--- src/rtl/gpio_bank_pkg.sv ---
package gpio_bank_pkg;
  localparam int WORD_W    = 32;
  localparam int ADDR_W    = 5;
  localparam int NUM_WORDS = 18;
  localparam int SEL_W     = 2;
  localparam int NUM_ALT   = 3;

  localparam logic [ADDR_W-1:0] IX_LEVEL   = 5'd0;
  localparam logic [ADDR_W-1:0] IX_DRIVE   = 5'd1;
  localparam logic [ADDR_W-1:0] IX_OSEL_LO = 5'd2;
  localparam logic [ADDR_W-1:0] IX_OSEL_HI = 5'd3;
  localparam logic [ADDR_W-1:0] IX_ESEL_LO = 5'd4;
  localparam logic [ADDR_W-1:0] IX_ESEL_HI = 5'd5;
  localparam logic [ADDR_W-1:0] IX_ODRAIN  = 5'd6;
  localparam logic [ADDR_W-1:0] IX_PADS    = 5'd7;
  localparam logic [ADDR_W-1:0] IX_RSVD    = 5'd11;

  typedef enum logic [SEL_W-1:0] {
    SRC_GPIO = 2'd0,
    SRC_ALT1 = 2'd1,
    SRC_ALT2 = 2'd2,
    SRC_ALT3 = 2'd3
  } src_sel_e;

  typedef struct packed {
    logic [WORD_W-1:0] level;
    logic [WORD_W-1:0] drive;
    logic [WORD_W-1:0] osel_lo;
    logic [WORD_W-1:0] osel_hi;
    logic [WORD_W-1:0] esel_lo;
    logic [WORD_W-1:0] esel_hi;
    logic [WORD_W-1:0] odrain;
  } pin_cfg_t;

  function automatic logic word_writable(input logic [ADDR_W-1:0] ix);
    return (ix < NUM_WORDS) && (ix != IX_PADS) && (ix != IX_RSVD);
  endfunction
endpackage

--- src/rtl/gpio_in_sync.sv ---
module gpio_in_sync #(
  parameter int WIDTH = 32
) (
  input  logic             clk,
  input  logic             rst,
  input  logic [WIDTH-1:0] async_in,
  output logic [WIDTH-1:0] sync_out
);
  logic [WIDTH-1:0] stage1_q;
  logic [WIDTH-1:0] stage2_q;

  always_ff @(posedge clk) begin
    if (rst) begin
      stage1_q <= '0;
      stage2_q <= '0;
    end else begin
      stage1_q <= async_in;
      stage2_q <= stage1_q;
    end
  end

  assign sync_out = stage2_q;

  AST_SYNC_TWO_CLOCKS: assert property (@(posedge clk) disable iff (rst)
    (!$past(rst) && !$past(rst, 2)) |-> (stage2_q == $past(async_in, 2)));
endmodule

--- src/rtl/gpio_regfile.sv ---
module gpio_regfile
  import gpio_bank_pkg::*;
(
  input  logic              clk,
  input  logic              rst,
  input  logic [ADDR_W-1:0] bus_addr,
  input  logic              bus_wr,
  input  logic [WORD_W-1:0] bus_wdata,
  input  logic [WORD_W-1:0] pads_sync,
  output logic [WORD_W-1:0] bus_rdata,
  output pin_cfg_t          cfg
);
  logic [WORD_W-1:0] words_q [NUM_WORDS];
  logic [WORD_W-1:0] rd_next;

  always_ff @(posedge clk) begin
    if (rst) begin
      for (int i = 0; i < NUM_WORDS; i++) words_q[i] <= '0;
    end else if (bus_wr && word_writable(bus_addr)) begin
      words_q[bus_addr] <= bus_wdata;
    end
  end

  always_comb begin
    rd_next = '0;
    if (bus_addr == IX_PADS)
      rd_next = pads_sync;
    else if (word_writable(bus_addr))
      rd_next = words_q[bus_addr];
  end

  always_ff @(posedge clk) begin
    if (rst) bus_rdata <= '0;
    else     bus_rdata <= rd_next;
  end

  always_comb begin
    cfg.level   = words_q[IX_LEVEL];
    cfg.drive   = words_q[IX_DRIVE];
    cfg.osel_lo = words_q[IX_OSEL_LO];
    cfg.osel_hi = words_q[IX_OSEL_HI];
    cfg.esel_lo = words_q[IX_ESEL_LO];
    cfg.esel_hi = words_q[IX_ESEL_HI];
    cfg.odrain  = words_q[IX_ODRAIN];
  end

  AST_RSVD_READS_ZERO: assert property (@(posedge clk) disable iff (rst)
    ($past(bus_addr) == IX_RSVD && !$past(rst)) |-> (bus_rdata == '0));
  AST_WRITE_LANDS: assert property (@(posedge clk) disable iff (rst)
    (bus_wr && bus_addr == IX_LEVEL) |=> (cfg.level == $past(bus_wdata)));
  AST_PADS_WORD_RO: assert property (@(posedge clk) disable iff (rst)
    (bus_wr && bus_addr == IX_PADS) |=> $stable(cfg));
endmodule

--- src/rtl/gpio_pin_mux.sv ---
module gpio_pin_mux
  import gpio_bank_pkg::*;
#(
  parameter int PINS = 32
) (
  input  logic                           clk,
  input  logic                           rst,
  input  pin_cfg_t                       cfg,
  input  logic [NUM_ALT-1:0][PINS-1:0]   alt_val,
  input  logic [NUM_ALT-1:0][PINS-1:0]   alt_en,
  output logic [PINS-1:0]                pad_out,
  output logic [PINS-1:0]                pad_oe
);
  localparam int HALF = PINS / 2;

  logic [PINS-1:0] out_d;
  logic [PINS-1:0] oe_d;

  for (genvar n = 0; n < PINS; n++) begin : g_pin
    localparam int B  = PINS - 1 - n;
    localparam int FB = WORD_W - 1 - SEL_W * (n % HALF);
    src_sel_e osel;
    src_sel_e esel;
    logic     lvl;
    logic     ena;

    if (n < HALF) begin : g_lo
      assign osel = src_sel_e'(cfg.osel_lo[FB -: SEL_W]);
      assign esel = src_sel_e'(cfg.esel_lo[FB -: SEL_W]);
    end else begin : g_hi
      assign osel = src_sel_e'(cfg.osel_hi[FB -: SEL_W]);
      assign esel = src_sel_e'(cfg.esel_hi[FB -: SEL_W]);
    end

    always_comb begin
      case (osel)
        SRC_ALT1: lvl = alt_val[0][B];
        SRC_ALT2: lvl = alt_val[1][B];
        SRC_ALT3: lvl = alt_val[2][B];
        default:  lvl = cfg.level[B];
      endcase
      case (esel)
        SRC_ALT1: ena = alt_en[0][B];
        SRC_ALT2: ena = alt_en[1][B];
        SRC_ALT3: ena = alt_en[2][B];
        default:  ena = cfg.drive[B];
      endcase
      if (cfg.odrain[B]) begin
        out_d[B] = 1'b0;
        oe_d[B]  = ena & ~lvl;
      end else begin
        out_d[B] = lvl;
        oe_d[B]  = ena;
      end
    end

    AST_FLOAT_NO_DRIVE: assert property (@(posedge clk) disable iff (rst)
      (esel == SRC_GPIO && !cfg.drive[B]) |=> !pad_oe[B]);
    AST_OD_NEVER_HIGH: assert property (@(posedge clk) disable iff (rst)
      cfg.odrain[B] |=> !pad_out[B]);
    AST_PUSHPULL_FOLLOW: assert property (@(posedge clk) disable iff (rst)
      (osel == SRC_GPIO && esel == SRC_GPIO && !cfg.odrain[B])
      |=> (pad_out[B] == $past(cfg.level[B]) && pad_oe[B] == $past(cfg.drive[B])));
  end

  always_ff @(posedge clk) begin
    if (rst) begin
      pad_out <= '0;
      pad_oe  <= '0;
    end else begin
      pad_out <= out_d;
      pad_oe  <= oe_d;
    end
  end
endmodule

--- src/rtl/gpio_bank32.sv ---
module gpio_bank32
  import gpio_bank_pkg::*;
(
  input  logic              clk,
  input  logic              rst,
  input  logic [ADDR_W-1:0] bus_addr,
  input  logic              bus_wr,
  input  logic [WORD_W-1:0] bus_wdata,
  output logic [WORD_W-1:0] bus_rdata,
  input  logic [WORD_W-1:0] pad_in,
  input  logic [WORD_W-1:0] alt1_val,
  input  logic [WORD_W-1:0] alt1_en,
  input  logic [WORD_W-1:0] alt2_val,
  input  logic [WORD_W-1:0] alt2_en,
  input  logic [WORD_W-1:0] alt3_val,
  input  logic [WORD_W-1:0] alt3_en,
  output logic [WORD_W-1:0] pad_out,
  output logic [WORD_W-1:0] pad_oe
);
  pin_cfg_t                          cfg;
  logic [WORD_W-1:0]                 pads_sync;
  logic [NUM_ALT-1:0][WORD_W-1:0]    alt_val;
  logic [NUM_ALT-1:0][WORD_W-1:0]    alt_en;

  assign alt_val = {alt3_val, alt2_val, alt1_val};
  assign alt_en  = {alt3_en,  alt2_en,  alt1_en};

  gpio_in_sync #(.WIDTH(WORD_W)) u_sync (
    .clk      (clk),
    .rst      (rst),
    .async_in (pad_in),
    .sync_out (pads_sync)
  );

  gpio_regfile u_regs (
    .clk       (clk),
    .rst       (rst),
    .bus_addr  (bus_addr),
    .bus_wr    (bus_wr),
    .bus_wdata (bus_wdata),
    .pads_sync (pads_sync),
    .bus_rdata (bus_rdata),
    .cfg       (cfg)
  );

  gpio_pin_mux #(.PINS(WORD_W)) u_mux (
    .clk     (clk),
    .rst     (rst),
    .cfg     (cfg),
    .alt_val (alt_val),
    .alt_en  (alt_en),
    .pad_out (pad_out),
    .pad_oe  (pad_oe)
  );
endmodule

--- config.mk ---
export PLATFORM = sky130hd
export DESIGN_NAME = gpio_bank32
export DESIGN_NICKNAME = d
export VERILOG_FILES = /design/src/rtl/gpio_bank_pkg.sv /design/src/rtl/gpio_in_sync.sv /design/src/rtl/gpio_regfile.sv /design/src/rtl/gpio_pin_mux.sv /design/src/rtl/gpio_bank32.sv
export SDC_FILE = /design/constraint.sdc
export NUM_CORES = 1
export LEC_CHECK = 0
export BUFFER_PORTS_ARGS = -buffer_cell sky130_fd_sc_hd__buf_4
export CAP_MARGIN = 10
export CELL_PAD_IN_SITES_DETAIL_PLACEMENT = 1
export CELL_PAD_IN_SITES_GLOBAL_PLACEMENT = 1
export CORE_MARGIN = 10
export CORE_UTILIZATION = 42
export DETAILED_ROUTE_END_ITERATION = 6
export PLACE_DENSITY_LB_ADDON = 0.1
export SKIP_CTS_REPAIR_TIMING = 1
export SYNTH_ARGS = -nofsm -noshare
export SYNTH_HDL_FRONTEND = slang
export SYNTH_HIERARCHICAL = 1
export SYNTH_SLANG_ARGS = --single-unit
--- constraint.sdc ---
create_clock -name clk -period 2.8 [get_ports clk]
set_clock_uncertainty 0.2 [all_clocks]
set_input_delay 0.28 -clock clk [delete_from_list [all_inputs] [get_ports clk]]
set_output_delay 0.28 -clock clk [all_outputs]
set_load 0.01 [all_outputs]
After elaboration in Yosys (flattened, before gate mapping):

Memories as Yosys holds them, arrays and structs flattened.
Index checks and enable logic that the tools add are counted.

* bits in writable memories: 576
* bits of input ports: 264
* register bits: 160
* output and inout port bits: 96
* memories kept: 1

Memory list
* u_regs.words_q: words 18, bits a word 32, read ports 8, clocked after Yosys merged registers in 0, wr ports 18, line gpio_regfile.sv:13 `logic [WORD_W-1:0] words_q [NUM_WORDS];`

* eq/ne operators: 195
* multiplexer cells: 106
* reduce and logical (&&, ||, !) cells: 36
* bitwise logic cells: 64
* magnitude comparators: 1

Operators by type and width (number)
* equality test 2 bit, second input constant: 128
* case mux 1 bit (3 select lines): 64
* equality test 2 x 1 -> 1 bit, second input constant: 64
* 2-to-1 mux 32 bit: 3
* OR reduction 2 bit: 32
* 2-to-1 mux 1 bit: 38
* bitwise AND 1 bit: 32
* inverter 1 bit: 32
* OR reduction 32 bit: 1
* equality test 5 x 3 -> 1 bit, second input constant: 1
* < comparator 5 bit, second input constant: 1
* 2-to-1 mux 5 bit: 1
* != test 5 x 3 -> 1 bit, second input constant: 1
* != test 5 x 4 -> 1 bit, second input constant: 1
* logical AND 1 bit: 3

Longest topological paths before layout:

Gate-level depths: netlist of run 1.

* depth after elaboration: 9
* gate-level depth with buffers: 9
* depth with buffers taken out: 4

Modules after synthesis:

Netlist of run 1, hierarchy kept.

By module, submodules not included
* gpio_regfile: cells an instance 1866, times used 1, sequential area each 18537.8 um2, area each 26738.1 um2
* gpio_pin_mux: cells an instance 231, times used 1, sequential area each 1281.2 um2, area each 3354.5 um2
* gpio_in_sync: cells an instance 135, times used 1, sequential area each 1281.2 um2, area each 1918.1 um2

Worst setup path after synthesis of run 1:

OpenSTA, ideal clock, no wires.

* kind: input port to flip-flop
* start point: input port bus_addr[4]
* end point: memory u_regs.words_q[12][0] (enable)
* library setup time: 0.389 ns
* path buffers: 2
* arrival time: 2.301 ns
* setup slack: -0.091 ns
* cell stages on the path: 6
* data required time: 2.211 ns
* cells stage by stage: buf_2 a211o_1 a2111oi_4 nand2_1 clkbuf_1 nand2_1

RTL lines
* start, declared: line gpio_bank32.sv:6 `input logic [ADDR_W-1:0] bus_addr,`
* end, declared: line gpio_regfile.sv:13

==> metrics.cfg, run 1 <==
[grt]
grt_usage = 0.2731
antenna_found_initial = 3
grt_max_degree = 86
grt_pass1_vias = 22800
grt_pass1_wl_mm = 170.5
overflow = 0

[cts]
clockBufferDepth = 3
cts_made_buffers = 82
clk_pin_slew_ns = 0.07
cts.sinks = 756
clockRootBuffer = clkbuf_16
clk_latency_ns = 0.64
cts_tree = done
cts_max_level = 3

[floorplan]
initial_utilization = 0.4229
coreArea_um2 = 75700
fp-row-count = 101
fp.dieW_um = 296.1
dieHeight_um = 296.1
pin_count = 360
die_area_um2 = 87660

[critical_path]
crit_type = register to register
slowest_delay_ns = 0.62
startpoint_type = register
crit_fanout = 2
worstPathRequired_ns = 3.18
cp_data_arrival_time_ns = 3.14
critPathSlowestCell = dlygate4sd3_1
endpoint_kind = register
crit_top_cell = dlygate4sd3_1
startpoint = u_regs/words_q[0][11]
path_cells = mux4_2, dlygate4sd3_1, a21oi_1, dlygate4sd3_1
r2r_start = u_regs/words_q[0][11]

[route]
drc_errors = 0
vias = 22740
viasPerCell = 5.732
post_drt_wl_per_cell_um = 31.23
routed_wl_mm = 123.9
detail-route-antenna-nets = 0
drt_iter0_drc = 2295
drtPass1Iterations = 6

[power_and_ir_drop]
ir_worst_vdd_mv = 0.3785
p_sw_mw = 6.472
comb_power_share = 0.102
seqPwrFrac = 0.483
p_int_mw = 20.82
p_leak_nw = 15.52
power_density_nw_per_um2 = 651.8
p_sw_frac = 0.2371
clock_power_share = 0.415

[place]
place_congestion = 0.9304
portBuffers = 359
dp_hpwl_mm = 88.29
dp_slack_ns = -0.03621
placed_area_um2 = 37540

[yosys]
seq_area_frac_synth = 0.6592
syn_avg_cell_area_um2 = 14.34
syn_inst = 2232
synth-edff-count = 596
synth.distinct_cells = 50
synth_flop_cell = edfxtp_1
ys_seq_elements = 756
synth_area_um2 = 32010
yosys_warnings = 6
ys_async_sr_fraction = 0

[sta]
finalMaxSlewViolations = 0
rsz0062_at_grt = no
min_period_ns = 2.761
worst_pin_slew_ns = 0.6201
hold_viol_final = 17
holdWs_ns = -0.04702
slew_headroom = 0.5866
setup_ws_ns = 0.03934
timing.fmax_mhz = 362.2
finalCritPeriodShare = 0.9860
fin_setup_tns_ns = 0
final-setup-viol-count = 0

[final_layout]
area_growth_pct = 30.80
drive_above_1_share = 0.3102
final_area_um2 = 41870
nets = 3184

[hold_path]
holdCritPathClass = input port to register
min-delay-start = alt2_en[17]

[outcome]
outcome = complete, but fails checks
violations = hold timing

[run]
cap_violations = 0

==> per-stage QoR <==
stage	cells	total power, mW	utilization
after global placement	3662	15.88	0.4959
after floorplan	2315	14.42	-
after CTS	3814	27.18	0.5330
after detailed placement	3662	15.95	0.4959
final	3967	27.29	0.5531
after global routing	3966	28.10	0.5531
==> synth_stat cells (2+ instances only) <==
master / count / area, um2
a2111oi_0: 9 / 78.83
a211oi_1: 19 / 142.6
a21oi_1: 33 / 165.2
a22oi_1: 42 / 315.3
a31oi_1: 2 / 12.51
and2_1: 34 / 212.7
and2b_1: 2 / 15.01
and3_1: 3 / 18.77
buf_1: 3 / 11.26
buf_2: 41 / 205.2
buf_4: 16 / 120.1
buf_6: 8 / 90.09
buf_8: 3 / 45.04
clkbuf_1: 112 / 420.4
dfxtp_1: 160 / 3203
edfxtp_1: 596 / 17900
inv_1: 34 / 127.6
mux2_2: 11 / 123.9
mux2i_1: 128 / 1281
mux4_2: 148 / 3333
nand2_1: 58 / 217.7
nand2b_1: 35 / 219.0
nand3_1: 24 / 120.1
nor2_1: 455 / 1708
nor2b_1: 15 / 93.84
nor2b_2: 60 / 525.5
nor3_1: 4 / 20.02
nor3b_1: 32 / 240.2
o2111ai_1: 38 / 332.8
o211ai_1: 10 / 75.07
o21ai_0: 33 / 165.2
o22ai_1: 22 / 137.6
o31ai_1: 22 / 165.2
or2_2: 3 / 18.77
or3_1: 2 / 12.51
==> layout by cell type (no fill, tap or decap), types with 48 or more instances in the layout <==
master / instances
dfxtp_1: 160
nor2_1: 455
buf_4: 503
edfxtp_1: 596
mux4_2: 148
nand2_1: 49
nor2b_2: 60
mux2i_1: 128
clkbuf_16: 85
conb_1: 84
buf_12: 48
dlygate4sd3_1: 152
==> per-layer routing <==
| layer | routed length, um | global-route usage |
|---|---|---|
| met1 | 51920 | 0.3766 |
| met2 | 59120 | 0.4430 |
| met3 | 9229 | 0.04213 |
| met4 | 3587 | 0.08106 |
| met5 | 20 | 0 |
==> final timing paths <==
kind | end | cells past startpoint | slack, ns
worst max register to register | u_mux/pad_oe[11] | 4 | 0.04
worst min-delay path | u_mux/pad_oe[17] | 4 | -0.05
worst max-delay path | u_mux/pad_oe[11] | 4 | 0.04
worst min register to register | u_sync/sync_out[6] | 1 | 0.24
==> final cells by class <==
type                            count  area (um2)
Tap cell                          978        1224
Timing Repair Buffer              705        6287
Clock inverter                     43       488.0
Inverter                           35       131.4
Multi-Input combinational cell   1340       10320
Fill cell                        7406       33830
Antenna cell                        1       2.502
Sequential cell                   756       21100
Clock buffer                      109        2317
==> worst max-delay path, delay by kind of cell (launching register included) <==
kind,cells,cell delay (ns)
mux,1,0.58
buf+inv,2,1.17
flops,1,0.58
compound gates,1,0.15
==> registers in the layout, summed over array words and instances, names as in the netlist <==
register,flops
u_regs/words_q,596
u_mux/pad_oe,32
u_mux/pad_out,32
u_regs/bus_rdata,32
u_sync/stage1_q,32
u_sync/sync_out,32
==> power by group through the flow <==
stage | Clock, mW | Combinational, mW | Sequential (mW)
3_5_place_dp | 0 | 2.54 | 13.4
4_1_cts | 11.5 | 2.55 | 13.2
2_1_floorplan | 0 | 1.22 | 13.2
6_report | 11.3 | 2.79 | 13.2
5_1_grt | 11.9 | 2.94 | 13.2
3_3_place_gp | 0 | 2.50 | 13.4
==> kinds of logic after synthesis <==
| group | synth area share |
|---|---|
| AOI/OAI and AO/OA | 0.05226 |
| other | 0.0001171 |
| buffers and inverters | 0.03221 |
| and+or+nand+nor | 0.1082 |
| DFF | 0.6592 |
| muxes | 0.1480 |
No activity file was read; power rests on OpenSTA's default activity.
==> run 2: changes to the inputs <==
- CORE_UTILIZATION: 42 -> 35
==> metrics.cfg, run 2 (synthesized netlist as in run 1, its figures left out) <==
[outcome]
outcome = complete, but fails checks
violations = hold timing

[grt]
grt_max_degree = 94
overflow = 0
antenna_found_initial = 5
grt_pass1_wl_mm = 176.7
grt_usage = 0.2384
grt_pass1_vias = 22940

[sta]
fin_setup_tns_ns = 0
finalMaxSlewViolations = 0
rsz0062_at_grt = no
min_period_ns = 2.705
holdWs_ns = -0.05235
final-setup-viol-count = 0
finalCritPeriodShare = 0.9662
slew_headroom = 0.5407
worst_pin_slew_ns = 0.6889
hold_viol_final = 15
timing.fmax_mhz = 369.6

[run]
cap_violations = 0

[critical_path]
path_cells = mux4_2, dlygate4sd3_1, a21oi_1, dlygate4sd3_1
worstPathRequired_ns = 3.17
endpoint_kind = register
crit_buf_inv = 2
critPathSlowestCell = dlygate4sd3_1
crit_type = register to register
reg2reg_slack_ns = 0.09
crit_top_cell = dlygate4sd3_1
critical_path.top_delay_family = buffers and inverters
cp_data_arrival_time_ns = 3.08
crit_fanout = 2
startpoint_type = register
slowest_delay_ns = 0.66

[final_layout]
drive_above_1_share = 0.3071
top_register = u_regs/words_q
nFillCells = 9139
diodes = 0
multiInputGateArea_um2 = 10320
mostFrequentLayoutCells = edfxtp_1, buf_4, nor2_1, dfxtp_1, dlygate4sd3_1
layout_commonest_cell = edfxtp_1
largest_reg_flops = 596
final-seq-area_um2 = 21100
nets = 3197
area_growth_pct = 31.19

[route]
detail-route-antenna-nets = 0
vias = 22670
drtPass1Iterations = 5
post_drt_wl_per_cell_um = 30.81
routed_wl_mm = 128.9
viasPerCell = 5.421
drc_errors = 0
drt_iter0_drc = 2052

[power_and_ir_drop]
p_leak_nw = 15.48
power_density_nw_per_um2 = 639.6
power.total_mw = 26.86
ir_worst_vdd_mv = 0.4398

[cts]
clk_latency_ns = 0.65
cts_made_buffers = 86
cts_max_level = 3
clockBufferDepth = 3
cts.sinks = 756
clk_pin_slew_ns = 0.06
cts_tree = done
clockRootBuffer = clkbuf_16

[floorplan]
pin_count = 360
fp.dieW_um = 322.4
coreArea_um2 = 90420
initial_utilization = 0.3540
dieHeight_um = 322.4
fp-row-count = 110
die_area_um2 = 104000

[place]
portBuffers = 359
place_congestion = 0.8710
dp_hpwl_mm = 94.06

[hold_path]
holdCritPathClass = input port to register

-- run 2: cell count changes in the layout (fill, tap and decap cells not counted), sizes merged --
cell / change
buf: +4
bufinv: -9
clkbuf: +20
clkinv: +2
clkinvlp: -3
diode: -1
dlygate4sd3: +6
inv: -2
-- run 2: worst min-delay path: cells and delay by family --
family                 cells  cell delay (ns)
buffers and inverters      1             0.08
and+or+nand+nor            1             0.17
muxes                      1             0.22
-- run 2: layer usage --
metal | GRT usage | up-vias | share of wire
met2 | 0.3900 | 911 | 0.48
met3 | 0.03844 | 150 | 0.069
li1 | - | 9636 | -
met4 | 0.07029 | 4 | 0.027
met1 | 0.3236 | 11970 | 0.43
met5 | 0 | - | 0.00017
-- run 2: layout make-up --
type	instances	area share
multi-input cells	1340	0.2457
inverters	35	0.003128
flip-flops and latches	756	0.5025
repair buffers	714	0.1493
clock buffers	130	0.06030
clock inverters	31	0.004022
well taps	1176	0.03504
-- run 2: power by group --
part           total, mW  internal, mW  switching (mW)  leakage (nW)
clock network       10.8          6.24            4.60          1.33
registers           13.2          12.8           0.440          7.01
logic               2.82          1.40            1.42          7.15
-- run 2: metrics by stage --
step,instances,area [um2],setup WS (ns),util,hold WS [ns]
2_1_floorplan,2315,32340,0.01532,-,0.2014
3_3_place_gp,3863,37710,-0.009096,0.4170,0.2229
3_5_place_dp,3863,37710,-0.007013,0.4170,0.2258
4_1_cts,4024,40410,0.5903,0.4469,-0.3892
5_1_grt,4182,41990,0.08143,0.4644,-0.01890
6_report,4182,41990,0.09464,0.4644,-0.05235
-- run 2: final timing paths --
path | startpoint | endpoint | depth (start not counted)
max | u_regs/words_q[0][8] | u_mux/pad_oe[8] | 4
min | alt3_val[30] | u_mux/pad_out[30] | 3
max reg2reg | u_regs/words_q[0][8] | u_mux/pad_oe[8] | 4
min reg2reg | u_sync/stage1_q[30] | u_sync/sync_out[30] | 1
